File: src/rtl/ack_trk_pkg.sv
package ack_trk_pkg;

    typedef enum logic [1:0] {
        ACT_IDLE    = 2'd0,
        ACT_DELIVER = 2'd1,
        ACT_ACK     = 2'd2,
        ACT_REBUILD = 2'd3
    } ack_act_e;

endpackage

File: src/rtl/ack_popcount.sv
module ack_popcount #(
    parameter int WIDTH = 16,
    parameter int CW    = $clog2(WIDTH + 1)
) (
    input  logic [WIDTH-1:0] bits,
    output logic [CW-1:0]    ones
);

    always_comb begin
        ones = '0;
        for (int i = 0; i < WIDTH; i++) begin
            ones = ones + CW'(bits[i]);
        end
    end

endmodule

File: src/rtl/ack_vec_bank.sv
module ack_vec_bank #(
    parameter int NUM_DEST = 16,
    parameter int VEC_W    = 8,
    parameter int IW       = $clog2(NUM_DEST)
) (
    input  logic                clk,
    input  logic                rst_n,
    input  logic [NUM_DEST-1:0] wr_mask,
    input  logic [VEC_W-1:0]    wr_vec,
    input  logic [IW-1:0]       rd_idx,
    input  logic [VEC_W-1:0]    cmp_vec,
    output logic                hit
);

    logic [VEC_W-1:0] vec_d [NUM_DEST];
    logic [VEC_W-1:0] vec_q [NUM_DEST];

    for (genvar g = 0; g < NUM_DEST; g++) begin : g_slot
        always_comb begin
            vec_d[g] = wr_mask[g] ? wr_vec : vec_q[g];
        end

        always_ff @(posedge clk) begin
            if (!rst_n) begin
                vec_q[g] <= '0;
            end else begin
                vec_q[g] <= vec_d[g];
            end
        end
    end

    assign hit = (vec_q[rd_idx] == cmp_vec);

endmodule

File: src/rtl/ack_tracker.sv
module ack_tracker #(
    parameter int NUM_DEST = 16,
    parameter int VEC_W    = 8,
    parameter int IW       = $clog2(NUM_DEST),
    parameter int CW       = $clog2(NUM_DEST + 1)
) (
    input  logic                clk,
    input  logic                rst_n,
    input  logic                req_valid,
    output logic                req_coalesced,
    output logic                req_deliver,
    input  logic                dlv_valid,
    input  logic [NUM_DEST-1:0] dlv_map,
    input  logic [VEC_W-1:0]    dlv_vector,
    input  logic [CW:0]         dlv_count,
    input  logic                eoi_valid,
    input  logic [IW-1:0]       eoi_dest,
    input  logic [VEC_W-1:0]    eoi_vector,
    input  logic [NUM_DEST-1:0] live_pend,
    output logic [CW-1:0]       pend_count,
    output logic [NUM_DEST-1:0] owed_map
);
    import ack_trk_pkg::*;

    localparam logic [CW-1:0] CNT_MAX = CW'(NUM_DEST);

    typedef struct packed {
        logic [NUM_DEST-1:0] owed;
        logic [CW-1:0]       cnt;
        logic [VEC_W-1:0]    last_vec;
    } trk_state_t;

    trk_state_t          st_d, st_q;
    ack_act_e            act;
    logic                vec_hit;
    logic [NUM_DEST-1:0] wr_mask;
    logic [VEC_W-1:0]    wr_vec;
    logic [CW-1:0]       live_ones;
    logic [CW-1:0]       dlv_clamped;
    logic                dlv_neg;

    ack_vec_bank #(
        .NUM_DEST (NUM_DEST),
        .VEC_W    (VEC_W),
        .IW       (IW)
    ) u_bank (
        .clk     (clk),
        .rst_n   (rst_n),
        .wr_mask (wr_mask),
        .wr_vec  (wr_vec),
        .rd_idx  (eoi_dest),
        .cmp_vec (eoi_vector),
        .hit     (vec_hit)
    );

    ack_popcount #(
        .WIDTH (NUM_DEST),
        .CW    (CW)
    ) u_pop (
        .bits (live_pend),
        .ones (live_ones)
    );

    always_comb begin
        dlv_neg = dlv_count[CW];
        if (dlv_neg) begin
            dlv_clamped = '0;
        end else if (dlv_count[CW-1:0] > CNT_MAX) begin
            dlv_clamped = CNT_MAX;
        end else begin
            dlv_clamped = dlv_count[CW-1:0];
        end
    end

    always_comb begin
        act = ACT_IDLE;
        if (dlv_valid) begin
            if (st_q.cnt == '0) begin
                act = ACT_DELIVER;
            end
        end else if (eoi_valid && st_q.owed[eoi_dest] && vec_hit) begin
            act = (st_q.cnt == '0) ? ACT_REBUILD : ACT_ACK;
        end
    end

    always_comb begin
        st_d    = st_q;
        wr_mask = '0;
        wr_vec  = st_q.last_vec;
        unique case (act)
            ACT_DELIVER: begin
                if (dlv_neg) begin
                    st_d.owed = '0;
                    st_d.cnt  = '0;
                end else begin
                    st_d.owed     = dlv_map;
                    st_d.cnt      = dlv_clamped;
                    st_d.last_vec = dlv_vector;
                    wr_mask       = dlv_map;
                    wr_vec        = dlv_vector;
                end
            end
            ACT_ACK: begin
                st_d.owed[eoi_dest] = 1'b0;
                st_d.cnt            = st_q.cnt - CW'(1);
            end
            ACT_REBUILD: begin
                st_d.owed = live_pend;
                st_d.cnt  = live_ones;
                wr_mask   = live_pend;
            end
            default: begin
            end
        endcase
    end

    always_ff @(posedge clk) begin
        if (!rst_n) begin
            st_q <= '0;
        end else begin
            st_q <= st_d;
        end
    end

    assign req_coalesced = req_valid && (st_q.cnt != '0);
    assign req_deliver   = req_valid && (st_q.cnt == '0);
    assign pend_count    = st_q.cnt;
    assign owed_map      = st_q.owed;

endmodule

File: config.mk
export PLATFORM = sky130hd
export DESIGN_NAME = ack_tracker
export DESIGN_NICKNAME = d
export VERILOG_FILES = /design/src/rtl/ack_trk_pkg.sv /design/src/rtl/ack_popcount.sv /design/src/rtl/ack_vec_bank.sv /design/src/rtl/ack_tracker.sv
export SDC_FILE = /design/constraint.sdc
export NUM_CORES = 1
export LEC_CHECK = 0
export ABC_AREA = 1
export BUFFER_PORTS_ARGS = -buffer_cell sky130_fd_sc_hd__buf_4
export CORE_MARGIN = 1.5
export CORE_UTILIZATION = 54
export DETAILED_ROUTE_END_ITERATION = 12
export PLACE_DENSITY = 0.77
export SLEW_MARGIN = 10
export SYNTH_ARGS = -nofsm -noshare
export SYNTH_HDL_FRONTEND = slang
export SYNTH_SLANG_ARGS = --single-unit
export TNS_END_PERCENT = 20
File: constraint.sdc
create_clock -name clk -period 4.2 [get_ports clk]
set_clock_uncertainty 0.05 [all_clocks]
set_input_delay 0.84 -clock clk [delete_from_list [all_inputs] [get_ports clk]]
set_output_delay 0.84 -clock clk [all_outputs]
set_load 0.1 [all_outputs]
Word-level counts from Yosys, hierarchy flattened

Memory sizes are Yosys's and may differ from the RTL's.
Index checks and enable logic that the tools add are counted.

Flip-flop bits (word level): 29
RAM bits: 128
Input bits: 63
Output and inout port bits: 23
Word-level logic and storage cells: 134
Memories: 1

$add $sub $neg: 16
$lt $le $gt $ge: 3
Equality and inequality tests: 20
Multiplexer cells: 49
Bitwise gates (word level): 18
Reduce and logical (&&, ||, !) cells: 24

Memories:

| memory       | words | bits a word | read ports | clocked after memory_dff | wr ports | RTL line           | RTL |
|---|---|---|---|---|---|---|---|
| u_bank.vec_q | 16    | 8           | 1          | 0                        | 16       | ack_vec_bank.sv:16 | `logic [VEC_W-1:0] vec_q [NUM_DEST];` |

Operators with widths:

| cell                                                               | number |
|---|---|
| 2-to-1 mux 8 bit                                                   | 34 |
| adder 5 x 1 -> 5 bit                                               | 14 |
| case mux 21 bit (3 select lines)                                   | 1 |
| case mux 16 bit (2 select lines)                                   | 1 |
| AND reduction 2 bit                                                | 16 |
| 2-to-1 mux 21 bit                                                  | 1 |
| bitwise AND 16 bit                                                 | 1 |
| 2-to-1 mux 16 bit                                                  | 1 |
| != test 1 bit (second input constant)                              | 16 |
| inverter 16 bit                                                    | 1 |
| bitwise OR 1 bit                                                   | 16 |
| == test 8 bit                                                      | 1 |
| 2-to-1 mux 1 bit                                                   | 6 |
| greater-than comparator 5 bit (second input constant)              | 1 |
| logical AND 1 bit                                                  | 5 |
| logical NOT 5 bit                                                  | 1 |
| < comparator 4 x 5 -> 1 bit (second input constant)                | 1 |
| 2-to-1 mux 5 bit                                                   | 1 |
| nonzero test 5 bit                                                 | 1 |
| subtractor 5 x 1 -> 5 bit (second input constant)                  | 1 |
| binary-select mux 1 bit (select 4 bit)                             | 1 |
| demux 1 bit (select 4 bit)                                         | 1 |
| == test 2 bit (second input constant)                              | 2 |
| greater-or-equal comparator 4 x 1 -> 1 bit (second input constant) | 1 |
| other kinds (4)                                                    | 5 |

Depth between registers and ports, before layout

Gate-level depths: netlist of run 1.

Depth after elaboration: 16
Mapped depth: 22
Mapped depth without buffers: 19

Cells and area by module

From an unflattened synthesis of run 1, not the netlist that was laid out.

Cell total of the unflattened synthesis: 1111
Area total of the unflattened synthesis: 8931.1 um^2

Modules (own cells, without submodules):

| module       | times used | cells an instance | area each (um^2) |
|---|---|---|---|
| ack_vec_bank | 1          | 726               | 6292.3 |
| ack_tracker  | 1          | 328               | 2155.8 |
| ack_popcount | 1          | 57                | 483.0 |

Least setup slack after synthesis of run 1

No wires, ideal clock.

Path kind: input to register
Start: input port live_pend[0]
End: register st_q, in the netlist pend_count[1]
Setup time: 0.109 ns
Arrival: 4.100 ns
Data required time: 4.041 ns
Path slack: -0.058 ns
Cell stages on the path: 13
Path buffers: 0
Path through: ha_1 > inv_1 > fa_1 > fa_1 > fa_1 > fa_1 > fa_1 > inv_1 > fa_1 > nand4_1 > nand3_1 > nand2_1 > inv_1

Longest elaborated chain between the ends: 16

RTL lines:

| element                            | RTL line           | RTL |
|---|---|---|
| start: declaration                 | ack_tracker.sv:19  | `input logic [NUM_DEST-1:0] live_pend,` |
| adder 1 x 1 -> 2 bit               | ack_popcount.sv:12 | `ones = ones + CW'(bits[i]);` |
| adder 5 x 1 -> 5 bit (14 in a row) | ack_popcount.sv:12 |  |
| case mux 21 bit (3 select lines)   | ack_tracker.sv:90  | `unique case (act)` |
| end signal: assignment             | ack_tracker.sv:121 | `st_q <= st_d;` |
| end: declaration                   | ack_tracker.sv:33  | `trk_state_t st_d, st_q;` |

Every way passes these cells.
A chain may end at the register's enable or synchronous reset.

Worst setup path after layout of run 1

Start: input port live_pend[0]
End: register st_q, in the netlist pend_count[4]

The elaborated chain is that of the path after synthesis.

==> impl_metrics.prom, run 1 <==
# TYPE chip_impl_metric gauge
chip_impl_metric{name="layout.nets",unit=""} 1284
chip_impl_info{name="synth.top_cells.by_area",value="sky130_fd_sc_hd__edfxtp_1 42%, sky130_fd_sc_hd__nand2_1 20%, sky130_fd_sc_hd__dfxtp_1 6.4%, sky130_fd_sc_hd__a21oi_1 5.8%, sky130_fd_sc_hd__nor2_1 5.2%"} 1
chip_impl_metric{name="place.gp.congestion",unit=""} 0.905
chip_impl_metric{name="antenna_found_initial",unit=""} 0
chip_impl_metric{name="ctsResizeCount",unit=""} 0
chip_impl_metric{name="combPwrFrac",unit="%"} 33.4
chip_impl_metric{name="yosysTopAreaCellShare",unit="%"} 42.5
chip_impl_metric{name="total_power_after_layout",unit="mW"} 5.22
chip_impl_metric{name="drc_errors",unit=""} 0
chip_impl_metric{name="design.portCount",unit=""} 86
chip_impl_metric{name="power_density",unit="mW/mm2"} 506
chip_impl_info{name="cp_top_family",value="adder cells"} 1
chip_impl_metric{name="cp_arrival",unit="ps"} 4330
chip_impl_metric{name="yosysWarnings",unit=""} 0
chip_impl_info{name="min_path_type",value="reg2reg"} 1
chip_impl_metric{name="min_period_over_period",unit="%"} 97.3
chip_impl_info{name="cpMaxStageDelayCell",value="sky130_fd_sc_hd__fa_1"} 1
chip_impl_metric{name="yosysUniqueCellTypes",unit=""} 29
chip_impl_metric{name="overflow_left_after_global_routing",unit=""} 0
chip_impl_metric{name="global_route.usage.total",unit="%"} 28.5
chip_impl_info{name="cp-end-kind",value="flip-flop"} 1
chip_impl_metric{name="floorplan.die_area",unit="mm2"} 0.0175
chip_impl_metric{name="static-leakage-power",unit="nW"} 4.71
chip_impl_info{name="final_cell_mix",value="477 x sky130_fd_sc_hd__nand2_1, 128 x sky130_fd_sc_hd__edfxtp_1, 125 x sky130_fd_sc_hd__nor2_1"} 1
chip_impl_metric{name="ys_seq_elements",unit=""} 157
chip_impl_metric{name="area_growth",unit="%"} 14.0
chip_impl_metric{name="placement.cell_area",unit="mm2"} 0.00973
chip_impl_metric{name="synth.net_count",unit=""} 1228
chip_impl_info{name="start_kind",value="input port"} 1
chip_impl_metric{name="timing.critical_path.fanout_max",unit=""} 2
chip_impl_metric{name="timing.final.max_slew_violations",unit=""} 0
chip_impl_metric{name="antenna_nets_post_route",unit=""} 0
chip_impl_metric{name="mappedNetlistArea",unit="mm2"} 0.00905
chip_impl_metric{name="stdcell_area",unit="mm2"} 0.0103
chip_impl_metric{name="internal-power",unit="mW"} 3.18
chip_impl_info{name="critical_path_most_common_cell",value="sky130_fd_sc_hd__fa_1"} 1
chip_impl_info{name="netlist.top_cell.by_area",value="sky130_fd_sc_hd__edfxtp_1"} 1
chip_impl_metric{name="cts-hold-fix-buffers",unit=""} 0
chip_impl_info{name="startpoint_to_endpoint_class_of_the_critical_path",value="in2reg"} 1
chip_impl_metric{name="row_cnt",unit=""} 47
chip_impl_metric{name="worst_skew_pair.late_latency",unit="ps"} 440
chip_impl_metric{name="cts_sinks",unit=""} 157
chip_impl_metric{name="min_period",unit="ps"} 4090
chip_impl_metric{name="ir_worst_vdd",unit="uV"} 519
chip_impl_metric{name="h_tree_lvls",unit=""} 4
chip_impl_metric{name="grt_pass1_vias",unit=""} 7563
chip_impl_metric{name="syn_area_per_cell",unit="um2"} 7.88
chip_impl_metric{name="power.net_switching",unit="mW"} 2.05
chip_impl_info{name="cts_tree",value="done"} 1
chip_impl_metric{name="post_synthesis_instance_total",unit=""} 1149
chip_impl_metric{name="avgViaCountPerCell",unit=""} 5.51
chip_impl_metric{name="switching_share",unit="%"} 39.1
chip_impl_metric{name="post-route-util",unit="%"} 62.7
chip_impl_metric{name="critPathBufInv",unit=""} 4
chip_impl_info{name="crit_chain",value="buf_4 > ha_1 > inv_1 > fa_1 > fa_1 > fa_1 > fa_1 > fa_1 > inv_1 > fa_1 > nand2_1 > inv_1 > o21ai_0 > nor3_1 > nor2_1 > nor2_1"} 1
chip_impl_metric{name="fp.coreArea",unit="mm2"} 0.0165
chip_impl_metric{name="slowest_delay",unit="ps"} 530
chip_impl_metric{name="fmax",unit="GHz"} 0.245
chip_impl_metric{name="average_wire_per_cell_in_the_routed_design",unit="um"} 16.9
chip_impl_metric{name="dp_hpwl",unit="um"} 16600
chip_impl_metric{name="die_w",unit="um"} 132
chip_impl_info{name="status",value="completed"} 1
chip_impl_metric{name="cap_violations",unit=""} 0
chip_impl_metric{name="dieHeight",unit="um"} 132
chip_impl_metric{name="grt_first_pass_wirelength",unit="um"} 38600
chip_impl_metric{name="dr.first_iter.drc_count",unit=""} 799
chip_impl_info{name="layout.cells.most_common",value="sky130_fd_sc_hd__nand2_1"} 1
chip_impl_metric{name="initial_utilization",unit="%"} 55.0
chip_impl_metric{name="power.clock.fraction",unit="%"} 29.7
chip_impl_metric{name="final_layout_size_suffix_gt1_share",unit="%"} 14.5
chip_impl_metric{name="filler_cell_count",unit=""} 1463
chip_impl_metric{name="hold_viol_final",unit=""} 0
chip_impl_metric{name="cts.repair_timing.setup_buffer_count",unit=""} 0
chip_impl_metric{name="synth_seq_area_share",unit="%"} 48.9
chip_impl_info{name="grt_setup_unrepaired",value="false"} 1
chip_impl_metric{name="via_count",unit=""} 7925
chip_impl_metric{name="cts.clk_slew.worst_paths",unit="ps"} 60
chip_impl_metric{name="worst-slew-pin-transition",unit="ps"} 846
chip_impl_metric{name="place.port_buffers",unit=""} 85
chip_impl_metric{name="numCtsBuffers",unit=""} 17
chip_impl_metric{name="detail_route.wirelength",unit="um"} 24300
chip_impl_metric{name="n_antenna_cell",unit=""} 0
chip_impl_metric{name="maximum_root_to_sink_buffer_count",unit=""} 2
chip_impl_metric{name="timing.max_slew.rel_slack",unit="%"} 43.5
chip_impl_info{name="clock-root-buffer",value="sky130_fd_sc_hd__clkbuf_16"} 1
chip_impl_metric{name="drt_pre_antenna_iters",unit=""} 5
chip_impl_metric{name="grt_start_max_net_pins",unit=""} 78
chip_impl_metric{name="final-setup-viol-count",unit=""} 0
chip_impl_metric{name="cp.required",unit="ps"} 4440
chip_impl_metric{name="power.sequential.fraction",unit="%"} 37.0
==> synthesized netlist by cell type (all sizes together) <==
| cell type | n |
|---|---|
| clkbuf | 13 |
| nand3 | 35 |
| nand4 | 24 |
| fa | 10 |
| nor2 | 137 |
| buf | 57 |
| inv | 88 |
| ha | 6 |
| o21ai | 22 |
| nand3b | 1 |
| dfxtp | 29 |
| nand2 | 478 |
| nor3 | 11 |
| xor2 | 3 |
| a21oi | 105 |
| edfxtp | 128 |
| clkinv | 2 |
==> cell type report <==
cell class,instances,area [um2],share of cell area (%)
clock inverter,15,161,1.56
inverter,90,338,3.27
multi-input combinational,832,3850,37.3
timing repair buffer,107,841,8.15
sequential,157,4420,42.9
tap,220,275,2.67
clock buffer,17,425,4.12
==> power groups by stage <==
stage / Clock, mW / Combinational, mW / Sequential [mW]
floorplan: 0 / 1.32 / 1.95
CTS: 1.55 / 1.72 / 1.93
finish: 1.55 / 1.74 / 1.93
global route: 1.61 / 1.89 / 1.95
global placement: 0 / 1.68 / 1.96
detailed placement: 0 / 1.70 / 1.96
==> layer usage <==
layer / share of wire (%) / GRT usage, % / vias up / wire length (um)
met4: 3.1 / 13.0 / 0 / 763
met2: 51 / 49.4 / 365 / 12300
met1: 39 / 34.5 / 3689 / 9510
met5: 0 / 0 / - / 0
met3: 7.1 / 5.36 / 70 / 1720
li1: - / - / 3801 / -
==> cell families (layout without fill, tap and decap cells) <==
family	count (synthesis)	count (layout)	share of synthesized area, %
buf+inv	160	229	8.58
fa+ha+maj	16	16	3.04
simple gates	686	686	32.2
xor+xnor	3	3	0.290
compound gates	127	127	7.02
flops	157	157	48.9
==> flip-flops by register name (all words and copies together), names as in the netlist <==
name and cells:
u_bank.vec_q 128, owed_map 16, st_q 8, pend_count 5
==> worst paths after layout <==
path / depth (start not counted) / end / startpoint / slack [ps]
setup / recovery: 16 / pend_count[4] / live_pend[0] / 110
hold / removal: 2 / owed_map[1] / owed_map[1] / 430
setup reg to reg: 16 / u_bank.vec_q[3][6] / pend_count[0] / 1190
hold reg to reg: 2 / owed_map[1] / owed_map[1] / 430
==> metrics by stage <==
stage                     setup WS, ps  instances  hold slack [ps]  setup TNS, ps
after floorplan                   6.18       1149              407              0
after detailed placement          -315       1406              425           -956
after global placement            -252       1406              432           -728
final                              114       1438              435              0
after global routing              4.82       1438              470              0
after CTS                          120       1438              435              0
==> worst register-to-register path, cell delays in order (launching register included) <==
cell                       delay [ps]
sky130_fd_sc_hd__dfxtp_1          320
sky130_fd_sc_hd__inv_1            110
sky130_fd_sc_hd__ha_1             190
sky130_fd_sc_hd__nand2_1           60
sky130_fd_sc_hd__nor2_1           120
sky130_fd_sc_hd__inv_2             90
sky130_fd_sc_hd__nor2_8            90
sky130_fd_sc_hd__inv_2             50
sky130_fd_sc_hd__nor2_2            70
sky130_fd_sc_hd__buf_4            210
sky130_fd_sc_hd__inv_2            140
sky130_fd_sc_hd__nor2_4           220
sky130_fd_sc_hd__clkinv_1         270
sky130_fd_sc_hd__nor2_1           160
sky130_fd_sc_hd__nor3_1            80
sky130_fd_sc_hd__inv_2            390
sky130_fd_sc_hd__nor2_1           140
Power figures use the tool's default switching activity.
==> run 2, diff against run 1 <==
--- a/config.mk
+++ b/config.mk
@@ -14,5 +14,6 @@
 export SLEW_MARGIN = 10
 export SYNTH_ARGS = -nofsm -noshare
 export SYNTH_HDL_FRONTEND = slang
+export SYNTH_HIERARCHICAL = 1
 export SYNTH_SLANG_ARGS = --single-unit
 export TNS_END_PERCENT = 20
==> constraint.sdc (replaced) <==
create_clock -name clk -period 4.2 [get_ports clk]
set_clock_uncertainty 0.05 [all_clocks]
set_input_delay 0.84 -clock clk [delete_from_list [all_inputs] [get_ports clk]]
set_output_delay 0.84 -clock clk [all_outputs]
set_load 0.02 [all_outputs]
==> impl_metrics.prom, run 2 <==
# TYPE chip_impl_metric gauge
chip_impl_info{name="status",value="completed"} 1
chip_impl_metric{name="layout.nets",unit=""} 1267
chip_impl_metric{name="mappedNetlistArea",unit="mm2"} 0.00893
chip_impl_metric{name="place.port_buffers",unit=""} 85
chip_impl_metric{name="cts_sinks",unit=""} 157
chip_impl_metric{name="yosysTopAreaCellShare",unit="%"} 43.0
chip_impl_info{name="yosysMostFrequentCell",value="sky130_fd_sc_hd__nand2_1"} 1
chip_impl_metric{name="antenna_found_initial",unit=""} 0
chip_impl_metric{name="synth-edff-count",unit=""} 128
chip_impl_metric{name="global_route.usage.total",unit="%"} 26.6
chip_impl_metric{name="timing.max_slew.rel_slack",unit="%"} 48.9
chip_impl_metric{name="hold_viol_final",unit=""} 0
chip_impl_metric{name="drc_errors",unit=""} 0
chip_impl_metric{name="cp.required",unit="ps"} 4500
chip_impl_metric{name="via_count",unit=""} 7479
chip_impl_metric{name="timing.final.max_slew_violations",unit=""} 0
chip_impl_metric{name="total_area_of_multi_input_combinational_cells",unit="mm2"} 0.00345
chip_impl_metric{name="synth-async-reset-ratio",unit="%"} 0
chip_impl_metric{name="min_period_over_period",unit="%"} 98.4
chip_impl_metric{name="ys_seq_elements",unit=""} 157
chip_impl_metric{name="largest_register_ff_count",unit=""} 128
chip_impl_info{name="netlist.top_cell.by_area",value="sky130_fd_sc_hd__edfxtp_1"} 1
chip_impl_info{name="final_cell_mix",value="307 x sky130_fd_sc_hd__nand2_1, 186 x sky130_fd_sc_hd__nor2_1, 167 x sky130_fd_sc_hd__inv_1"} 1
chip_impl_metric{name="avgViaCountPerCell",unit=""} 5.30
chip_impl_info{name="clock-root-buffer",value="sky130_fd_sc_hd__clkbuf_16"} 1
chip_impl_info{name="start_kind",value="input port"} 1
chip_impl_metric{name="setup-tns-final",unit="ps"} 0
chip_impl_metric{name="cts.repair_timing.setup_buffer_count",unit=""} 0
chip_impl_metric{name="numCtsBuffers",unit=""} 17
chip_impl_metric{name="dr.first_iter.drc_count",unit=""} 752
chip_impl_metric{name="final_layout_size_suffix_gt1_share",unit="%"} 15.2
chip_impl_metric{name="seqCellArea",unit="mm2"} 0.00442
chip_impl_metric{name="n_antenna_cell",unit=""} 0
chip_impl_metric{name="die_w",unit="um"} 132
chip_impl_info{name="grt_setup_unrepaired",value="true"} 1
chip_impl_metric{name="floorplan.die_area",unit="mm2"} 0.0173
chip_impl_info{name="synth.top_cells.by_count",value="307 x sky130_fd_sc_hd__nand2_1, 186 x sky130_fd_sc_hd__nor2_1, 168 x sky130_fd_sc_hd__inv_1"} 1
chip_impl_metric{name="detail_route.wirelength",unit="um"} 22200
chip_impl_info{name="startpoint_to_endpoint_class_of_the_critical_path",value="in2reg"} 1
chip_impl_metric{name="worst_skew_pair.late_latency",unit="ps"} 420
chip_impl_metric{name="row_cnt",unit=""} 46
chip_impl_info{name="synth.top_cells.by_area",value="sky130_fd_sc_hd__edfxtp_1 43%, sky130_fd_sc_hd__nand2_1 13%, sky130_fd_sc_hd__nor2_1 7.8%, sky130_fd_sc_hd__inv_1 7.1%, sky130_fd_sc_hd__dfxtp_1 6.5%"} 1
chip_impl_metric{name="fmax",unit="GHz"} 0.242
chip_impl_metric{name="syn_area_per_cell",unit="um2"} 8.04
chip_impl_metric{name="post-route-util",unit="%"} 65.1
chip_impl_info{name="layout.cells.most_common",value="sky130_fd_sc_hd__nand2_1"} 1
chip_impl_metric{name="cp_arrival",unit="ps"} 4430
chip_impl_info{name="cts_tree",value="done"} 1
chip_impl_metric{name="design.portCount",unit=""} 86
chip_impl_metric{name="post_synthesis_instance_total",unit=""} 1111
chip_impl_metric{name="filler_cell_count",unit=""} 1329
chip_impl_metric{name="grt_first_pass_wirelength",unit="um"} 35800
chip_impl_metric{name="maximum_root_to_sink_buffer_count",unit=""} 2
chip_impl_metric{name="yosysUniqueCellTypes",unit=""} 34
chip_impl_metric{name="ir_worst_vdd",unit="uV"} 293
chip_impl_info{name="min_path_type",value="reg2reg"} 1
chip_impl_metric{name="static-leakage-power",unit="nW"} 4.78
chip_impl_metric{name="dieHeight",unit="um"} 132
chip_impl_info{name="top_register",value="u_bank/vec_q"} 1
chip_impl_metric{name="dp_hpwl",unit="um"} 15600
chip_impl_metric{name="pre_cts_slack",unit="ps"} -466
chip_impl_metric{name="timing.critical_path.fanout_max",unit=""} 2
chip_impl_info{name="cp-end-kind",value="flip-flop"} 1
chip_impl_metric{name="worst-slew-pin-transition",unit="ps"} 765
chip_impl_metric{name="final-setup-viol-count",unit=""} 0
chip_impl_metric{name="synth_seq_area_share",unit="%"} 49.5
chip_impl_metric{name="grt_pass1_vias",unit=""} 7175
chip_impl_metric{name="final_setup_margin",unit="ps"} 67.6
chip_impl_metric{name="synth.net_count",unit=""} 1196
chip_impl_metric{name="drt_pre_antenna_iters",unit=""} 6
chip_impl_metric{name="min_period",unit="ps"} 4130
chip_impl_metric{name="h_tree_lvls",unit=""} 4
chip_impl_metric{name="place.gp.congestion",unit=""} 0.886
chip_impl_metric{name="cap_violations",unit=""} 0
chip_impl_metric{name="antenna_nets_post_route",unit=""} 0
chip_impl_info{name="top_ff_cell_synth",value="sky130_fd_sc_hd__edfxtp_1"} 1
chip_impl_metric{name="area_growth",unit="%"} 16.6
chip_impl_metric{name="initial_utilization",unit="%"} 55.8
chip_impl_metric{name="grt_start_max_net_pins",unit=""} 46
chip_impl_metric{name="power_density",unit="mW/mm2"} 447
chip_impl_metric{name="average_wire_per_cell_in_the_routed_design",unit="um"} 15.7
chip_impl_metric{name="cts.clk_slew.worst_paths",unit="ps"} 60
chip_impl_metric{name="overflow_left_after_global_routing",unit=""} 0
chip_impl_metric{name="yosysWarnings",unit=""} 6
chip_impl_metric{name="fp.coreArea",unit="mm2"} 0.0160
-- run 2: final cells by class --
cell class | count | area share (%)
clock buffer | 19 | 4.35
multi-input combinational | 714 | 33.1
inverter | 173 | 6.26
tap | 216 | 2.60
timing repair buffer | 119 | 10.1
sequential | 157 | 42.5
clock inverter | 13 | 1.08
-- run 2: timing repair --
action                     in CTS  in global routing
hold buffers                    0                  0
setup endpoints to repair       1                  2
gates resized for setup         1                  5
-- run 2: worst paths after layout --
check,startpoint,endpoint,slack (ps),cells past startpoint
min,owed_map[15],owed_map[15],490,2
max,live_pend[0],pend_count[4],70,14
min reg2reg,owed_map[15],owed_map[15],490,2
max reg2reg,u_bank/vec_q[7][2],u_bank/vec_q[2][7],1080,19
-- run 2: metal layers --
metal	vias to the layer above	share of wire, %	track usage (%)	routed length [um]
li1	3599	-	-	-
met1	3482	40	34.1	8960
met5	-	0	0	0
met4	0	2.5	10.1	563
met2	354	49	45.2	10900
met3	44	8.0	4.36	1770
-- run 2: worst max-delay path, stage by stage --
cell and delay, ps:
sky130_fd_sc_hd__buf_6 100, sky130_fd_sc_hd__fa_1 470, sky130_fd_sc_hd__ha_1 300, sky130_fd_sc_hd__inv_2 40, sky130_fd_sc_hd__fa_1 510, sky130_fd_sc_hd__fa_1 430, sky130_fd_sc_hd__fa_1 470, sky130_fd_sc_hd__fa_2 360
sky130_fd_sc_hd__fa_2 380, sky130_fd_sc_hd__o21ai_2 160, sky130_fd_sc_hd__nand4_1 100, sky130_fd_sc_hd__nand3_1 90, sky130_fd_sc_hd__nand2_1 60, sky130_fd_sc_hd__a21oi_2 100
-- run 2: cells by family (layout without fill, tap and decap cells) --
group / count (synthesis) / after routing / synth area share [%]
multiplexers: 8 / 8 / 1.01
flip-flops: 157 / 157 / 49.5
XOR/XNOR: 4 / 4 / 0.392
AO/OA/AOI/OAI: 51 / 51 / 3.68
adder cells (fa/ha/maj): 22 / 22 / 4.01
buffers and inverters: 240 / 324 / 12.0
AND/OR/NAND/NOR: 629 / 629 / 29.4
-- run 2: per-stage QoR --
step | area [um2] | hold slack [ps] | total power [mW] | cells
2_1_floorplan | 8940 | 408 | 2.80 | 1111
3_3_place_gp | 9830 | 469 | 3.17 | 1379
3_5_place_dp | 9830 | 471 | 3.20 | 1379
4_1_cts | 10400 | 481 | 4.65 | 1411
5_1_grt | 10400 | 511 | 4.89 | 1411
6_report | 10400 | 487 | 4.65 | 1411
-- run 2: report_power, final --
| group | internal [mW] | switching (mW) |
|---|---|---|
| sequential | 1.85 | 0.0696 |
| combinational | 0.457 | 0.824 |
| clock | 0.848 | 0.608 |
| total | 3.15 | 1.50 |
